--- src/rtl/i2c_scl_gen.sv ---
module i2c_scl_gen #(
  parameter int PW = 16
) (
  input  logic          clk,
  input  logic          rst_n,
  input  logic          en,
  input  logic [PW-1:0] period,
  input  logic [1:0]    mode,
  output logic          scl_oe,
  output logic          ready,
  output logic          fall_stb,
  output logic          rise_stb,
  output logic [PW-1:0] low_cnt,
  output logic [PW-1:0] high_cnt
);
  localparam int DW = PW + 7;
  localparam int SW = $clog2(DW + 1);

  typedef enum logic [1:0] {S_IDLE, S_CALC, S_RUN} st_t;

  st_t           state;
  logic [PW-1:0] lat_per, eff_per, ph_cnt;
  logic [1:0]    lat_mode;
  logic [DW-1:0] dvd, quo;
  logic [7:0]    rem, den_r;
  logic [SW-1:0] step;

  logic [5:0]    num;
  logic [7:0]    den;
  logic [PW-1:0] per_c;
  logic [DW-1:0] dvd_init;
  logic          chg, start;

  always_comb begin
    case (mode)
      2'd0:    begin num = 6'd47; den = 8'd87; end
      2'd1:    begin num = 6'd13; den = 8'd19; end
      default: begin num = 6'd2;  den = 8'd3;  end
    endcase
  end

  assign per_c    = (period < PW'(3)) ? PW'(3) : period;
  assign dvd_init = DW'(per_c) * DW'(num) + DW'(den) - DW'(1);
  assign chg      = (period != lat_per) || (mode != lat_mode);
  assign start    = en && ((state == S_IDLE) || chg);

  logic [7:0]    rem_try, rem_nxt;
  logic          ge;
  logic [DW-1:0] quo_nxt;
  logic [PW-1:0] low_fin;

  assign rem_try = {rem[6:0], dvd[DW-1]};
  assign ge      = rem_try >= den_r;
  assign rem_nxt = ge ? rem_try - den_r : rem_try;
  assign quo_nxt = {quo[DW-2:0], ge};
  assign low_fin = (quo_nxt > DW'(eff_per - PW'(1))) ? eff_per - PW'(1) : quo_nxt[PW-1:0];

  always_ff @(posedge clk or negedge rst_n) begin
    if (!rst_n) begin
      state    <= S_IDLE;
      lat_per  <= '0;
      lat_mode <= '0;
      eff_per  <= '0;
      dvd      <= '0;
      quo      <= '0;
      rem      <= '0;
      den_r    <= '0;
      step     <= '0;
      ph_cnt   <= '0;
      scl_oe   <= 1'b0;
      ready    <= 1'b0;
      fall_stb <= 1'b0;
      rise_stb <= 1'b0;
      low_cnt  <= '0;
      high_cnt <= '0;
    end else begin
      fall_stb <= 1'b0;
      rise_stb <= 1'b0;
      if (!en) begin
        state    <= S_IDLE;
        ph_cnt   <= '0;
        scl_oe   <= 1'b0;
        ready    <= 1'b0;
        low_cnt  <= '0;
        high_cnt <= '0;
      end else if (start) begin
        state    <= S_CALC;
        lat_per  <= period;
        lat_mode <= mode;
        eff_per  <= per_c;
        dvd      <= dvd_init;
        den_r    <= den;
        quo      <= '0;
        rem      <= '0;
        step     <= '0;
        ph_cnt   <= '0;
        scl_oe   <= 1'b0;
        ready    <= 1'b0;
        low_cnt  <= '0;
        high_cnt <= '0;
      end else begin
        case (state)
          S_CALC: begin
            rem  <= rem_nxt;
            quo  <= quo_nxt;
            dvd  <= {dvd[DW-2:0], 1'b0};
            step <= step + SW'(1);
            if (step == SW'(DW - 1)) begin
              low_cnt  <= low_fin;
              high_cnt <= eff_per - low_fin;
              ready    <= 1'b1;
              scl_oe   <= 1'b1;
              fall_stb <= 1'b1;
              ph_cnt   <= '0;
              state    <= S_RUN;
            end
          end
          S_RUN: begin
            if (scl_oe) begin
              if (ph_cnt == low_cnt - PW'(1)) begin
                scl_oe   <= 1'b0;
                rise_stb <= 1'b1;
                ph_cnt   <= '0;
              end else begin
                ph_cnt <= ph_cnt + PW'(1);
              end
            end else begin
              if (ph_cnt == high_cnt - PW'(1)) begin
                scl_oe   <= 1'b1;
                fall_stb <= 1'b1;
                ph_cnt   <= '0;
              end else begin
                ph_cnt <= ph_cnt + PW'(1);
              end
            end
          end
          default: state <= S_IDLE;
        endcase
      end
    end
  end
endmodule

--- config.mk ---
export PLATFORM = sky130hd
export DESIGN_NAME = i2c_scl_gen
export DESIGN_NICKNAME = d
export VERILOG_FILES = /design/src/rtl/i2c_scl_gen.sv
export SDC_FILE = /design/constraint.sdc
export NUM_CORES = 1
export LEC_CHECK = 0
export ABC_AREA = 0
export BUFFER_PORTS_ARGS = -buffer_cell sky130_fd_sc_hd__buf_2
export CORE_ASPECT_RATIO = 0.9
export CORE_MARGIN = 2
export CORE_UTILIZATION = 25
export CTS_CLUSTER_SIZE = 8
export DETAILED_ROUTE_END_ITERATION = 7
export GPL_TIMING_DRIVEN = 0
export PLACE_DENSITY = 0.48
export SLEW_MARGIN = 15
export SYNTH_ARGS = -nofsm -noshare
export SYNTH_HDL_FRONTEND = slang
export SYNTH_SLANG_ARGS = --single-unit
--- constraint.sdc ---
create_clock -name clk -period 17.1 [get_ports clk]
set_input_delay 0.855 -clock clk [delete_from_list [all_inputs] [get_ports clk]]
set_output_delay 0.855 -clock clk [all_outputs]
set_load 0.05 [all_outputs]
### After elaboration in Yosys (flattened, before gate mapping)

Index checks and enable logic that the tools add are counted.

| operators by class | value |
|---|---|
| mux-type cells | 52 |
| $mul | 1 |
| magnitude comparators | 3 |
| reduce and logical (&&, ||, !) cells | 11 |
| equal/unequal tests | 13 |
| $add $sub $neg | 10 |

Operators with widths:

| cell | count |
|---|---|
| $mux 16 | 16 |
| $sub 16x1->16 const B | 3 |
| $mux 23 | 2 |
| $mux 22 | 2 |
| $eq 16x16->1 | 2 |
| $pmux 16 s2 | 1 |
| $add 22x7->23 | 1 |
| $gt 23x23->1 | 1 |
| $sub 23x1->23 const B | 1 |
| $mul 16x6->22 | 1 |
| $mux 7 | 3 |
| $mux 1 | 18 |
| $sub 16x1->17 const B | 1 |
| $add 16x1->16 const B | 1 |
| $lt 16x2->1 const B | 1 |
| $ne 16x16->1 | 1 |
| $sub 16x16->16 | 1 |
| $pmux 7 s2 | 1 |
| $pmux 6 s2 | 1 |
| $mux 5 | 2 |
| $reduce_and 2->1 | 5 |
| $ge 8x7->1 | 1 |
| $sub 7x7->7 | 1 |
| $mux 2 | 3 |
| 15 further kinds | 20 |

| word-level totals | value |
|---|---|
| output and inout bits | 36 |
| logic and storage cells | 106 |
| input port bits | 21 |
| flip-flop bits (word level) | 152 |

### Logic depth before layout (Yosys ltp)

| logic depth | value |
|---|---|
| word-level depth | 8 |
| gate-level depth with buffers | 28 |
| gate-level depth less buffers | 26 |

### Worst setup path before layout

Ideal clock, no wire load.

| timing | value |
|---|---|
| path kind | input -> register |
| start | input port mode[1] |
| end | register dvd[15] |
| setup time | 0.134 ns |
| required time | 16.966 ns |
| arrival time | 5.970 ns |
| cell stages on the path | 20 |
| slack | 10.996 ns |
| cells stage by stage | clkbuf_1 > inv_1 > nand2_1 > clkbuf_1 > nand2_1 > fa_1 > fa_1 > inv_1 > fa_1 > fa_1 > ha_1 > and3_1 > a2111oi_0 > a21oi_1 > or2_2 > nor4_1 > o41ai_1 > a21oi_1 > xor2_1 > o21ai_0 |

| on the way | value |
|---|---|
| elaborated cells between the ends (all ways) | 14 |
| classes of those cells | add/sub (2); mul (1); eq/ne (2); mux (3); reduce/logical (6) |

RTL lines:

| what | line | RTL |
|---|---|---|
| start, declared | 8 | `input logic [1:0] mode,` |
| $eq 2x1->1 or $logic_not 2->1 (tied branches) | 35 | `case (mode)` |
| $pmux 7 s2 * | 35 |  |
| named net den[4] | 29 | `logic [7:0] den;` |
| $add 22x7->23 * | 43 | `assign dvd_init = DW'(per_c) * DW'(num) + DW'(den) - DW'(1);` |
| $sub 23x1->23 * | 43 |  |
| $mux 23 * | 86 | `end else if (start) begin` |
| end signal, assigned | 91 | `dvd <= dvd_init;` |
| end signal, assigned | 106 | `dvd <= {dvd[DW-2:0], 1'b0};` |
| end, declared | 24 | `logic [DW-1:0] dvd, quo;` |

The timed path passes the listed nets; every way through them passes the cells marked *.
A chain may end at the register's enable or synchronous reset.

### Worst setup path after layout

| timing | value |
|---|---|
| start | register eff_per[4] |
| end | register high_cnt[14] |

| on the way | value |
|---|---|
| cells in the longest elaborated chain, start to end | 8 |
| elaborated cells between the ends (all ways) | 9 |
| classes of those cells | add/sub (3); order compare (1); mux (5) |

RTL lines:

| what | line | RTL |
|---|---|---|
| start, declared | 22 | `logic [PW-1:0] lat_per, eff_per, ph_cnt;` |
| start signal, assigned | 90 | `eff_per <= per_c;` |
| $sub 16x1->17 | 56 | `assign low_fin = (quo_nxt > DW'(eff_per - PW'(1))) ? eff_per - PW'(1) : quo_nxt[PW-1:0];` |
| $gt 23x23->1 | 56 |  |
| $mux 16 | 56 |  |
| $sub 16x16->16 * | 110 | `high_cnt <= eff_per - low_fin;` |
| $mux 16 * | 108 | `if (step == SW'(DW - 1)) begin` |
| $mux 16 * | 102 | `case (state)` |
| $mux 16 * | 86 |  |
| $mux 16 * | 79 | `if (!en) begin` |
| end signal, assigned | 110 |  |
| end, declared | 14 | `output logic [PW-1:0] high_cnt` |

Every way passes the cells marked *; elsewhere a longest branch is shown, timed or not. The select of a mux whose other input is x is not followed.

==> results by group <==
Status
  • Outcome: complete, no violations

Global route
  • Vias in the first global route: 9419
  • First-pass GRT wire length: 54500 um
  • GRT overflow: 0
  • Global Route Usage Sum: 14.0%
  • Largest net degree at the start of global routing: 78
  • Initial antenna violation count: 0

Pwr
  • Net Switching: 0.000400 W
  • Leak Pwr: 6.06 nW
  • Cell-internal power: 0.000744 W
  • Seq pwr share: 35.1%
  • Clk pwr share: 33.2%
  • Power Dens Cells: 83.8 mW/mm^2
  • Max VDD drop: 0.0489 mV
  • Switching Share: 34.9%
  • Power share of the combinational group: 31.7%

CTS
  • CTS sink count: 148
  • H-tree levels: 4
  • Clock latency on the worst-skew pair: 0.45 ns
  • CTS resizes: 0
  • Clock Path Buffers: 2
  • Setup Buffers After CTS: 0
  • Hold-fix buffers, CTS: 0
  • Clock transition at path regs: 0.07 ns
  • TritonCTS Buffers: 17
  • Clock root cell: clkbuf_16
  • CTS tree: yes

Finish
  • Fillcell total: 5077
  • Layout area overhead: 14.0%
  • Fin nets: 1561
  • Layout cells sized above 1: 11.0%

Detailed routing
  • Drt first pass iters: 5
  • DRC errors left: 0
  • Met3 wire length: 1280 um
  • Final wirelength: 34000 um
  • Number of DRC markers in iteration 0: 799
  • Highest routed layer: met4
  • Via Count: 9685
  • Routed wl met2: 14300 um
  • Routed length on met1: 18100 um
  • Routed len/inst: 16.9 um
  • Detail Route Antenna Nets: 0
  • Via density: 4.80

Worst setup path
  • R2r endpoint: high_cnt[14]
  • Reg-to-reg setup timing slack: 9.81 ns
  • R2R cell count: 23
  • Worst Path Arrival: 7.66 ns
  • Crit. End Element: register
  • Crit path kind: reg -> reg
  • CP Launch Point: eff_per[4]
  • RR Startpoint: eff_per[4]
  • Max FO, Critical Path: 10
  • CP Launch Type: register
  • Worst path required time: 17.47 ns

Synthesis
  • Area contributors post-synth: dfrtp_1 31%, ha_1 12%, fa_1 7.7%
  • Most area-hungry cell type in the Yosys netlist: dfrtp_1
  • Post-Synthesis Cells: 1304
  • Post-synthesis async set-or-reset flop share: 100%
  • Syn Nets: 1487
  • Synth warnings: 0
  • Synth top area share: 30.9%
  • Distinct cells, synth: 70
  • Post-synth top flop: dfrtp_1
  • Post-synthesis register bit count: 148
  • Register area share after synthesis: 30.9%
  • Number of enable flip-flop cells after synthesis: 0
  • Mapped Avg Cell Area: 9.18 um^2
  • Netlist Area Pre-Place: 0.0120 mm^2

Timing
  • Final min period: 7.29 ns
  • Hold WS: 0.357 ns
  • # setup viols final: 0
  • FMAX: 0.137 GHz
  • Hold Fails Final Rpt: 0
  • Max-slew headroom: 29.0%
  • Period utilization: 42.6%
  • Clk_skew: 0.0157 ns
  • Final setup TNS: 0 ns
  • Fin. max-slew vios: 0
  • Slew @ Worst Pin: 1.06 ns
  • RSZ-0062 raised after global routing: false

Floorplanning
  • Die Width: 235 um
  • Die area: 0.0497 mm^2
  • Row cnt: 76
  • Vert. Die Dim: 212 um
  • Ports: 57
  • Starting Density: 25.2%
  • Std-Cell Core Area: 0.0475 mm^2

Placed design
  • Post-DP HPWL: 26800 um
  • GP Congestion: 0.837
  • PortBufs: 54

Hold path
  • Hold/Removal Path Class: in -> async

Job
  • Total of max-cap violations: 0
## cell type report
class	count	area [um^2]	area share (%)
multi-input cells	1014	7720	56.6
flip-flops and latches	148	3700	27.1
well taps	624	781	5.72
clock buffers	18	439	3.22
inverters	88	330	2.42
repair buffers	55	308	2.26
plain buffers	54	214	1.57
clock inverters	14	143	1.05
diodes	1	2.50	0.0183
## worst max-delay path: stages, from the launching register on
cell and delay, ns:
dfrtp_1 0.45, nor4_1 0.48, nand3_1 0.26, or3_1 0.43
nor4_1 0.34, xnor2_1 0.25, ha_1 0.33, nand4_1 0.18
nor4_1 0.37, o31ai_1 0.13, a31oi_1 0.86, clkbuf_1 0.60
mux2i_1 0.26, ha_1 0.25, fa_1 0.38, nor2b_1 0.22
o31a_1 0.22, o211ai_1 0.12, a21oi_1 0.25, nor3_1 0.11
o31ai_1 0.30, xor2_1 0.18, nand2_1 0.08, a21oi_1 0.16
## metal layers
layer	vias to the layer above	global-route usage [%]
li1	4729	-
met1	4770	21.4
met2	168	20.3
met3	18	2.13
met4	0	3.36
met5	-	0
## sequential cells by signal (all words and copies together) (netlist names)
| signal | cells |
|---|---|
| dvd | 23 |
| quo | 22 |
| eff_per | 16 |
| high_cnt | 16 |
| lat_per | 16 |
| low_cnt | 16 |
| ph_cnt | 16 |
| rem | 7 |
| step | 5 |
| den_r | 3 |
| lat_mode | 2 |
| state | 2 |
| fall_stb | 1 |
| ready | 1 |
| rise_stb | 1 |
| scl_oe | 1 |
## how the worst max path moves through the flow
stage / cells past startpoint / end
floorplan: 20 / dvd[15]
global placement: 21 / dvd[15]
detailed placement: 21 / dvd[15]
CTS: 23 / high_cnt[14]
global route: 23 / high_cnt[14]
finish: 23 / high_cnt[14]
## placed cells by master, fill, tap and decap left out, types with 46 or more instances in the layout
| cell type | synthesis | layout |
|---|---|---|
| a21oi_1 | 95 | 95 |
| buf_2 | 3 | 56 |
| clkbuf_1 | 47 | 47 |
| dfrtp_1 | 148 | 148 |
| fa_1 | 46 | 46 |
| ha_1 | 116 | 116 |
| inv_1 | 88 | 88 |
| mux2_2 | 50 | 50 |
| nand2_1 | 94 | 94 |
| nor2_1 | 129 | 129 |
| o21ai_0 | 51 | 51 |
| xnor2_1 | 55 | 55 |
| xor2_1 | 57 | 57 |
## power by group through the flow
stage	Sequential, W	Clock (W)	Combinational, W
after floorplan	0.000401	0	0.000268
after global placement	0.000407	0	0.000356
after detailed placement	0.000407	0	0.000358
after CTS	0.000401	0.000389	0.000363
after global routing	0.000405	0.000406	0.000406
final	0.000401	0.000380	0.000362
## metrics by stage
stage | instance area [um^2] | instances | worst slack [ns] | power, W | util, %
floorplan | 12000 | 1304 | 11.00 | 0.000668 | -
CTS | 13600 | 2015 | 9.88 | 0.00115 | 28.7
finish | 13600 | 2016 | 9.81 | 0.00114 | 28.7
global route | 13600 | 2015 | 9.17 | 0.00122 | 28.7
global placement | 13000 | 1982 | 9.79 | 0.000763 | 27.4
detailed placement | 13100 | 1983 | 9.72 | 0.000765 | 27.5
## cell families after synthesis
group / synth area share (%)
AO/OA/AOI/OAI: 14.2
XOR/XNOR: 8.19
adder cells (fa/ha/maj): 19.8
buffers and inverters: 4.55
flip-flops: 30.9
multiplexers: 5.46
AND/OR/NAND/NOR: 16.8
## Yosys cell counts (4+ instances only)
cell type / number
dfrtp_1: 148
nor2_1: 129
ha_1: 116
a21oi_1: 95
nand2_1: 94
inv_1: 88
xor2_1: 57
xnor2_1: 55
o21ai_0: 51
mux2_2: 50
clkbuf_1: 47
fa_1: 46
o22ai_1: 29
nor3_1: 28
nand3_1: 27
nor2b_1: 26
nor4_1: 21
a21o_1: 16
and2_1: 15
nand4_1: 14
or3_1: 10
a22o_1: 9
mux2i_1: 9
and3_1: 8
nand2b_1: 8
o31ai_1: 8
a211oi_1: 7
o21a_1: 7
nand3b_1: 6
a22oi_1: 5
a31oi_1: 5
or4_1: 5
nor3b_1: 4
o31a_1: 4
Power figures use the tool's default switching activity.
